File: src/rtl/pph_pkg.sv
// Shared state encodings for the interlocked parallel handshake port.
package pph_pkg;

    typedef enum logic {
        RX_IDLE,
        RX_BUSY
    } rx_state_t;

    typedef enum logic [1:0] {
        TX_IDLE,   // waiting for a byte from the core
        TX_ARM,    // byte on the port, waiting for ready high
        TX_HELD,   // strobe low, waiting for ready low
        TX_DRAIN   // strobe released, waiting for ready high again
    } tx_state_t;

endpackage

File: src/rtl/pph_sync.sv
// Multi-stage synchronizer for asynchronous handshake lines.
// Assumes idle level of every line is high; resets all stages to 1.
module pph_sync #(
    parameter int WIDTH  = 2,
    parameter int STAGES = 2
) (
    input  logic             clk,
    input  logic             rst_n,
    input  logic [WIDTH-1:0] d,
    output logic [WIDTH-1:0] q
);
    localparam int LAST = STAGES - 1;

    logic [STAGES-1:0][WIDTH-1:0] chain;

    for (genvar g = 0; g < STAGES; g++) begin : g_stage
        if (g == 0) begin : g_first
            // First stage samples the raw line.
            always_ff @(posedge clk) begin
                if (!rst_n) chain[0] <= '1;
                else        chain[0] <= d;
            end
        end else begin : g_next
            // Later stages shift the sample forward.
            always_ff @(posedge clk) begin
                if (!rst_n) chain[g] <= '1;
                else        chain[g] <= chain[g-1];
            end
        end
    end

    assign q = chain[LAST];
endmodule

File: src/rtl/pph_rx.sv
// Receive engine: captures a byte on the falling edge of the synchronized
// strobe, drops ready, and releases ready only after the strobe is high
// again and the core has acknowledged the byte. Assumes the sender holds
// port data stable until ready falls. State persists across mode changes;
// new captures start only while enabled.
module pph_rx
    import pph_pkg::*;
#(
    parameter int DATA_W = 8
) (
    input  logic              clk,
    input  logic              rst_n,
    input  logic              en,
    input  logic              dav_s,
    input  logic [DATA_W-1:0] din,
    input  logic              rd_ack,
    output logic [DATA_W-1:0] rd_data,
    output logic              rd_new,
    output logic              rdy
);
    rx_state_t state;
    logic      dav_q;
    logic      dav_fall;

    // Remember the previous strobe level for edge detection.
    always_ff @(posedge clk) begin
        if (!rst_n) dav_q <= 1'b1;
        else        dav_q <= dav_s;
    end

    assign dav_fall = en && dav_q && !dav_s;

    // Handshake sequencing, byte capture and unread flag.
    always_ff @(posedge clk) begin
        if (!rst_n) begin
            state   <= RX_IDLE;
            rd_data <= '0;
            rd_new  <= 1'b0;
        end else begin
            case (state)
                RX_IDLE: begin
                    if (dav_fall) begin
                        state   <= RX_BUSY;
                        rd_data <= din;
                        rd_new  <= 1'b1;
                    end
                end
                RX_BUSY: begin
                    if (dav_s && !rd_new) state <= RX_IDLE;
                    if (rd_ack)           rd_new <= 1'b0;
                end
                default: state <= RX_IDLE;
            endcase
        end
    end

    assign rdy = (state == RX_IDLE);

    a_r3_rdy_low_while_unread: assert property (@(posedge clk) disable iff (!rst_n)
        rd_new |-> !rdy);

    a_r2_capture_on_fall: assert property (@(posedge clk) disable iff (!rst_n)
        $rose(rd_new) |-> ($past(dav_q) && !$past(dav_s)));

    a_r4_release_after_rise_and_ack: assert property (@(posedge clk) disable iff (!rst_n)
        $rose(rdy) |-> ($past(dav_s) && !$past(rd_new)));
endmodule

File: src/rtl/pph_tx.sv
// Transmit engine: drives the byte, lowers the strobe once ready is high,
// raises it after ready falls, and frees itself after ready rises again.
// Dropping en aborts any transfer and releases the strobe.
module pph_tx
    import pph_pkg::*;
#(
    parameter int DATA_W = 8
) (
    input  logic              clk,
    input  logic              rst_n,
    input  logic              en,
    input  logic [DATA_W-1:0] wr_data,
    input  logic              wr_valid,
    input  logic              rdy_s,
    output logic [DATA_W-1:0] dout,
    output logic              dav_n,
    output logic              busy
);
    tx_state_t state;

    // Byte register, written only on acceptance.
    always_ff @(posedge clk) begin
        if (!rst_n)                                dout <= '0;
        else if (en && state == TX_IDLE && wr_valid) dout <= wr_data;
    end

    // Four-edge interlocked strobe sequencing.
    always_ff @(posedge clk) begin
        if (!rst_n || !en) begin
            state <= TX_IDLE;
            dav_n <= 1'b1;
        end else begin
            case (state)
                TX_IDLE:  if (wr_valid) state <= TX_ARM;
                TX_ARM:   if (rdy_s) begin
                              state <= TX_HELD;
                              dav_n <= 1'b0;
                          end
                TX_HELD:  if (!rdy_s) begin
                              state <= TX_DRAIN;
                              dav_n <= 1'b1;
                          end
                TX_DRAIN: if (rdy_s) state <= TX_IDLE;
                default:  state <= TX_IDLE;
            endcase
        end
    end

    assign busy = (state != TX_IDLE);

    a_r7_fall_needs_ready: assert property (@(posedge clk) disable iff (!rst_n)
        $fell(dav_n) |-> $past(rdy_s));

    a_r8_rise_needs_ready_low: assert property (@(posedge clk) disable iff (!rst_n)
        ($rose(dav_n) && $past(en)) |-> !$past(rdy_s));

    a_r9_busy_while_strobe_low: assert property (@(posedge clk) disable iff (!rst_n)
        !dav_n |-> busy);

    a_r6_data_steady_under_strobe: assert property (@(posedge clk) disable iff (!rst_n)
        !dav_n |-> $stable(dout));
endmodule

File: src/rtl/pp_handshake.sv
// Top of the parallel handshake port: synchronizes the incoming strobe
// and ready lines, runs the receive or transmit engine per mode_out, and
// steers the outgoing handshake lines. Assumes dav_n_in/rdy_in pulses last
// longer than the synchronizer depth plus one cycle.
module pp_handshake #(
    parameter int DATA_W      = 8,
    parameter int SYNC_STAGES = 2
) (
    input  logic              clk,
    input  logic              rst_n,
    input  logic              mode_out,
    input  logic [DATA_W-1:0] wr_data,
    input  logic              wr_valid,
    output logic              wr_busy,
    output logic [DATA_W-1:0] rd_data,
    output logic              rd_new,
    input  logic              rd_ack,
    input  logic [DATA_W-1:0] port_din,
    output logic [DATA_W-1:0] port_dout,
    output logic              port_doe,
    input  logic              dav_n_in,
    output logic              dav_n_out,
    input  logic              rdy_in,
    output logic              rdy_out
);
    localparam int HS_LINES = 2;

    logic [HS_LINES-1:0] hs_sync;
    logic                dav_s;
    logic                rdy_s;
    logic                rx_rdy;
    logic                tx_dav_n;
    logic                tx_busy;

    pph_sync #(.WIDTH(HS_LINES), .STAGES(SYNC_STAGES)) u_sync (
        .clk   (clk),
        .rst_n (rst_n),
        .d     ({dav_n_in, rdy_in}),
        .q     (hs_sync)
    );

    assign dav_s = hs_sync[1];
    assign rdy_s = hs_sync[0];

    pph_rx #(.DATA_W(DATA_W)) u_rx (
        .clk     (clk),
        .rst_n   (rst_n),
        .en      (!mode_out),
        .dav_s   (dav_s),
        .din     (port_din),
        .rd_ack  (rd_ack),
        .rd_data (rd_data),
        .rd_new  (rd_new),
        .rdy     (rx_rdy)
    );

    pph_tx #(.DATA_W(DATA_W)) u_tx (
        .clk      (clk),
        .rst_n    (rst_n),
        .en       (mode_out),
        .wr_data  (wr_data),
        .wr_valid (wr_valid),
        .rdy_s    (rdy_s),
        .dout     (port_dout),
        .dav_n    (tx_dav_n),
        .busy     (tx_busy)
    );

    // Steer handshake outputs by direction.
    always_comb begin
        port_doe  = mode_out;
        dav_n_out = mode_out ? tx_dav_n : 1'b1;
        rdy_out   = mode_out ? 1'b1     : rx_rdy;
        wr_busy   = mode_out ? tx_busy  : 1'b1;
    end

    a_r5_receive_mode_silent: assert property (@(posedge clk) disable iff (!rst_n)
        (!mode_out && $past(!mode_out)) |-> (dav_n_out && !port_doe));
endmodule

File: config.mk
export PLATFORM = sky130hd
export DESIGN_NAME = pp_handshake
export DESIGN_NICKNAME = d
export VERILOG_FILES = /design/src/rtl/pph_pkg.sv /design/src/rtl/pph_sync.sv /design/src/rtl/pph_rx.sv /design/src/rtl/pph_tx.sv /design/src/rtl/pp_handshake.sv
export SDC_FILE = /design/constraint.sdc
export NUM_CORES = 1
export LEC_CHECK = 0
export ABC_AREA = 1
export BUFFER_PORTS_ARGS = -buffer_cell sky130_fd_sc_hd__buf_2
export CORE_MARGIN = 2
export CORE_UTILIZATION = 50
export CTS_BUF_LIST = sky130_fd_sc_hd__clkbuf_4 sky130_fd_sc_hd__clkbuf_8
export CTS_CLUSTER_SIZE = 25
export DETAILED_ROUTE_END_ITERATION = 10
export HOLD_SLACK_MARGIN = 0.06
export PLACE_DENSITY = 0.81
export SYNTH_ARGS = -nofsm -noshare
export SYNTH_HDL_FRONTEND = slang
export SYNTH_HIERARCHICAL = 1
export SYNTH_SLANG_ARGS = --single-unit
File: constraint.sdc
create_clock -name clk -period 3.66 [get_ports clk]
set_clock_uncertainty 0.1 [all_clocks]
set_input_delay 0.366 -clock clk [delete_from_list [all_inputs] [get_ports clk]]
set_output_delay 0.366 -clock clk [all_outputs]
set_load 0.02 [all_outputs]
==> impl_metrics.prom <==
# TYPE chip_impl_metric gauge
chip_impl_metric{name="buffer_ports.inserted",unit=""} 43
chip_impl_info{name="setup.worst_path.class",value="register to primary output"} 1
chip_impl_metric{name="postSynthNetCount",unit=""} 190
chip_impl_metric{name="drive_gt1_frac",unit=""} 0.307
chip_impl_metric{name="total_global_routing_overflow",unit=""} 0
chip_impl_metric{name="floorplan.die.height",unit="um"} 53.3
chip_impl_metric{name="critical_path_peak_fanout",unit=""} 4
chip_impl_metric{name="ys_seq_elements",unit=""} 26
chip_impl_metric{name="cts_resized",unit=""} 0
chip_impl_metric{name="postCtsHoldBufs",unit=""} 0
chip_impl_metric{name="first_pass_iters",unit=""} 3
chip_impl_metric{name="placed_cells",unit=""} 226
chip_impl_metric{name="drt-total-wl",unit="mm"} 2.36
chip_impl_metric{name="maxSlewViolCount",unit=""} 0
chip_impl_metric{name="finalCriticalPeriod",unit="ps"} 1800
chip_impl_metric{name="max_clock_freq",unit="GHz"} 0.554
chip_impl_metric{name="die-area",unit="um2"} 2840
chip_impl_metric{name="worst_slew_margin_rel",unit=""} 0.735
chip_impl_info{name="critical-path-slowest-cell",value="sky130_fd_sc_hd__dfxtp_1"} 1
chip_impl_metric{name="cts_max_level",unit=""} 1
chip_impl_info{name="highest_count_cells_in_the_layout_ignoring_fill_and_taps",value="43 x sky130_fd_sc_hd__buf_2, 35 x sky130_fd_sc_hd__inv_1, 27 x sky130_fd_sc_hd__nand2_1, 26 x sky130_fd_sc_hd__dfxtp_1, 18 x sky130_fd_sc_hd__a21oi_1"} 1
chip_impl_metric{name="post_drt_wl_per_cell",unit="um"} 10.2
chip_impl_metric{name="power_leakage",unit="nW"} 0.792
chip_impl_metric{name="initial_antenna_violation_count",unit=""} 0
chip_impl_metric{name="initial_utilization",unit=""} 0.538
chip_impl_info{name="cp_cell_sequence",value="inv_1 > ha_1 > inv_1 > inv_1 > nand2_1 > buf_2"} 1
chip_impl_info{name="cts_root_buffer",value="sky130_fd_sc_hd__clkbuf_4"} 1
chip_impl_info{name="tritoncts",value="yes"} 1
chip_impl_metric{name="critical-path-max-stage-delay",unit="ps"} 410
chip_impl_metric{name="timing.hold.ws",unit="ps"} 114
chip_impl_metric{name="cts_inserted_buffers",unit=""} 3
chip_impl_metric{name="final.period_utilization",unit=""} 0.493
chip_impl_metric{name="first_global_vias",unit=""} 996
chip_impl_metric{name="p_total",unit="uW"} 604
chip_impl_info{name="run_status",value="finished clean"} 1
chip_impl_metric{name="power_density",unit="nW/um2"} 416
chip_impl_info{name="rsz0062_at_grt",value="no"} 1
chip_impl_metric{name="worstPathArrival",unit="ps"} 1340
chip_impl_metric{name="clock_insertion_delay_at_the_later_pin_of_the_skew_report",unit="ps"} 310
chip_impl_metric{name="placed_area",unit="um2"} 1400
chip_impl_metric{name="drc_errors",unit=""} 0
chip_impl_metric{name="antenna_cells",unit=""} 0
chip_impl_info{name="critPathCaptureType",value="primary output"} 1
chip_impl_metric{name="aggregate_global_route_resource_usage",unit=""} 0.181
chip_impl_metric{name="via_to_cell_ratio",unit=""} 4.67
chip_impl_metric{name="syn-cell-area",unit="um2"} 1210
chip_impl_metric{name="clock-sinks",unit=""} 26
chip_impl_info{name="final_common_cell",value="sky130_fd_sc_hd__buf_2"} 1
chip_impl_metric{name="antenna_violating_nets_post_route",unit=""} 0
chip_impl_info{name="crit_family",value="flip-flops"} 1
chip_impl_metric{name="global_placer_s_final_weighted_congestion",unit=""} 0.763
chip_impl_info{name="critical_path.most_common_cell",value="sky130_fd_sc_hd__inv_1"} 1
chip_impl_metric{name="synth-seq-area-share",unit=""} 0.429
chip_impl_metric{name="cp_data_required_time",unit="ps"} 3190
chip_impl_metric{name="hpwl",unit="mm"} 1.73
chip_impl_metric{name="placementRows",unit=""} 17
chip_impl_metric{name="postLayoutSetupSlackWorst",unit="ps"} 1860
chip_impl_metric{name="layout.cell_area.non_filler",unit="um2"} 1450
chip_impl_metric{name="floorplan.core_area",unit="um2"} 2250
chip_impl_metric{name="floorplan.io_pins",unit=""} 44
chip_impl_metric{name="finalSetupViolations",unit=""} 0
chip_impl_metric{name="synthesized_instance_count",unit=""} 162
chip_impl_metric{name="ys_warn_count",unit=""} 6
chip_impl_metric{name="tightestPinTransition",unit="ps"} 396
chip_impl_metric{name="finish.cell_count_without_fillers",unit=""} 230
chip_impl_metric{name="area_delta_synth_final",unit="%"} 19.7
chip_impl_metric{name="postLayoutCoreUtil",unit=""} 0.644
chip_impl_info{name="min-delay-path-class",value="input pin to register"} 1
chip_impl_metric{name="vias",unit=""} 1074
chip_impl_metric{name="highest_ir_drop_seen_on_vdd",unit="uV"} 258
chip_impl_metric{name="timing.setup.tns",unit="ps"} 0
chip_impl_metric{name="final_hold_viol_count",unit=""} 0
chip_impl_metric{name="clock_tree.buffer_depth",unit=""} 2
chip_impl_metric{name="cap_viol_max_count",unit=""} 0
chip_impl_metric{name="initialDrtViolationCount",unit=""} 9
chip_impl_metric{name="fill_cells",unit=""} 201
chip_impl_metric{name="yosys.cell_types.count",unit=""} 22
chip_impl_info{name="startpoint_type",value="register"} 1
chip_impl_metric{name="clock_pin_slew_on_the_worst_setup_and_hold_paths",unit="ps"} 140
chip_impl_metric{name="pre_cts_slack",unit="ps"} 2170
chip_impl_metric{name="cts_post_setup_buffers_inserted",unit=""} 0
chip_impl_metric{name="worstPathBufferInverterCount",unit=""} 4
chip_impl_metric{name="grt_pass1_wl",unit="mm"} 3.84
chip_impl_metric{name="final_net_count",unit=""} 231
chip_impl_metric{name="die_x",unit="um"} 53.3
chip_impl_metric{name="postSynthAreaPerCell",unit="um2"} 7.49
chip_impl_metric{name="grt_max_degree",unit=""} 23
-- layer usage --
| layer | track usage | vias to the layer above | part of all wire |
|---|---|---|---|
| met5 | 0 | - | 0 |
| met4 | 0.0513 | 0 | 0.0038 |
| met3 | 0.0339 | 2 | 0.059 |
| met2 | 0.350 | 29 | 0.50 |
| met1 | 0.194 | 475 | 0.43 |
| li1 | - | 568 | - |
-- path summary, 6_finish.rpt --
| check | from | cells past startpoint | slack (ps) | endpoint |
|---|---|---|---|---|
| max | u_tx/state[0]$_SDFFE_PP0P_ | 6 | 1860 | wr_busy |
| max reg2reg | u_tx/state[1]$_SDFFE_PP0P_ | 5 | 2170 | u_tx/dout[7]$_SDFFE_PN0P_ |
| min reg2reg | u_sync/chain[0]$_SDFF_PN1_ | 2 | 320 | u_sync/q[0]$_SDFF_PN1_ |
| min | rdy_in | 3 | 110 | u_sync/chain[0]$_SDFF_PN1_ |
-- where the power goes --
part / internal (mW) / switching, mW
Sequential: 0.298 / 0.00830
Clock: 0.111 / 0.0837
Combinational: 0.0384 / 0.0648
-- flip-flops by register name, indices dropped and copies added (netlist names) --
name / cells
u_sync/q: 2
u_rx/rd_data: 8
u_sync/chain: 2
u_tx/dav_n: 1
u_rx/state: 1
u_tx/dout: 8
u_rx/rd_new: 1
u_rx/dav_q: 1
u_tx/state: 2
-- synthesized netlist by cell type (all sizes together) --
cell | count | share of area
dfxtp | 26 | 0.43
buf | 6 | 0.041
o21ai | 10 | 0.051
nor3 | 1 | 0.0041
nand2 | 32 | 0.11
nand3 | 10 | 0.045
or2 | 1 | 0.0052
o211ai | 1 | 0.0062
ha | 5 | 0.052
clkbuf | 1 | 0.011
nor2 | 12 | 0.043
a21oi | 19 | 0.081
inv | 38 | 0.12
-- worst register-to-register path, cell delays in order (launching register included) --
cell,delay [ps]
sky130_fd_sc_hd__dfxtp_1,360
sky130_fd_sc_hd__inv_1,130
sky130_fd_sc_hd__ha_1,220
sky130_fd_sc_hd__nand3_2,270
sky130_fd_sc_hd__o21ai_0,260
sky130_fd_sc_hd__a21oi_1,60
-- logic make-up after synthesis --
family | synth area share
compound gates | 0.138
fa+ha+maj | 0.0515
buf+inv | 0.170
flops | 0.429
simple gates | 0.211
-- cell type report --
| type | instances | area [um2] | area share |
|---|---|---|---|
| sequential | 26 | 520 | 0.358 |
| multi-input combinational | 91 | 487 | 0.335 |
| timing repair buffer | 43 | 215 | 0.148 |
| inverter | 38 | 143 | 0.0982 |
| tap | 28 | 35.0 | 0.0241 |
| clock inverter | 1 | 30.0 | 0.0207 |
| clock buffer | 3 | 22.5 | 0.0155 |
(Power assumes the default switching activity.)
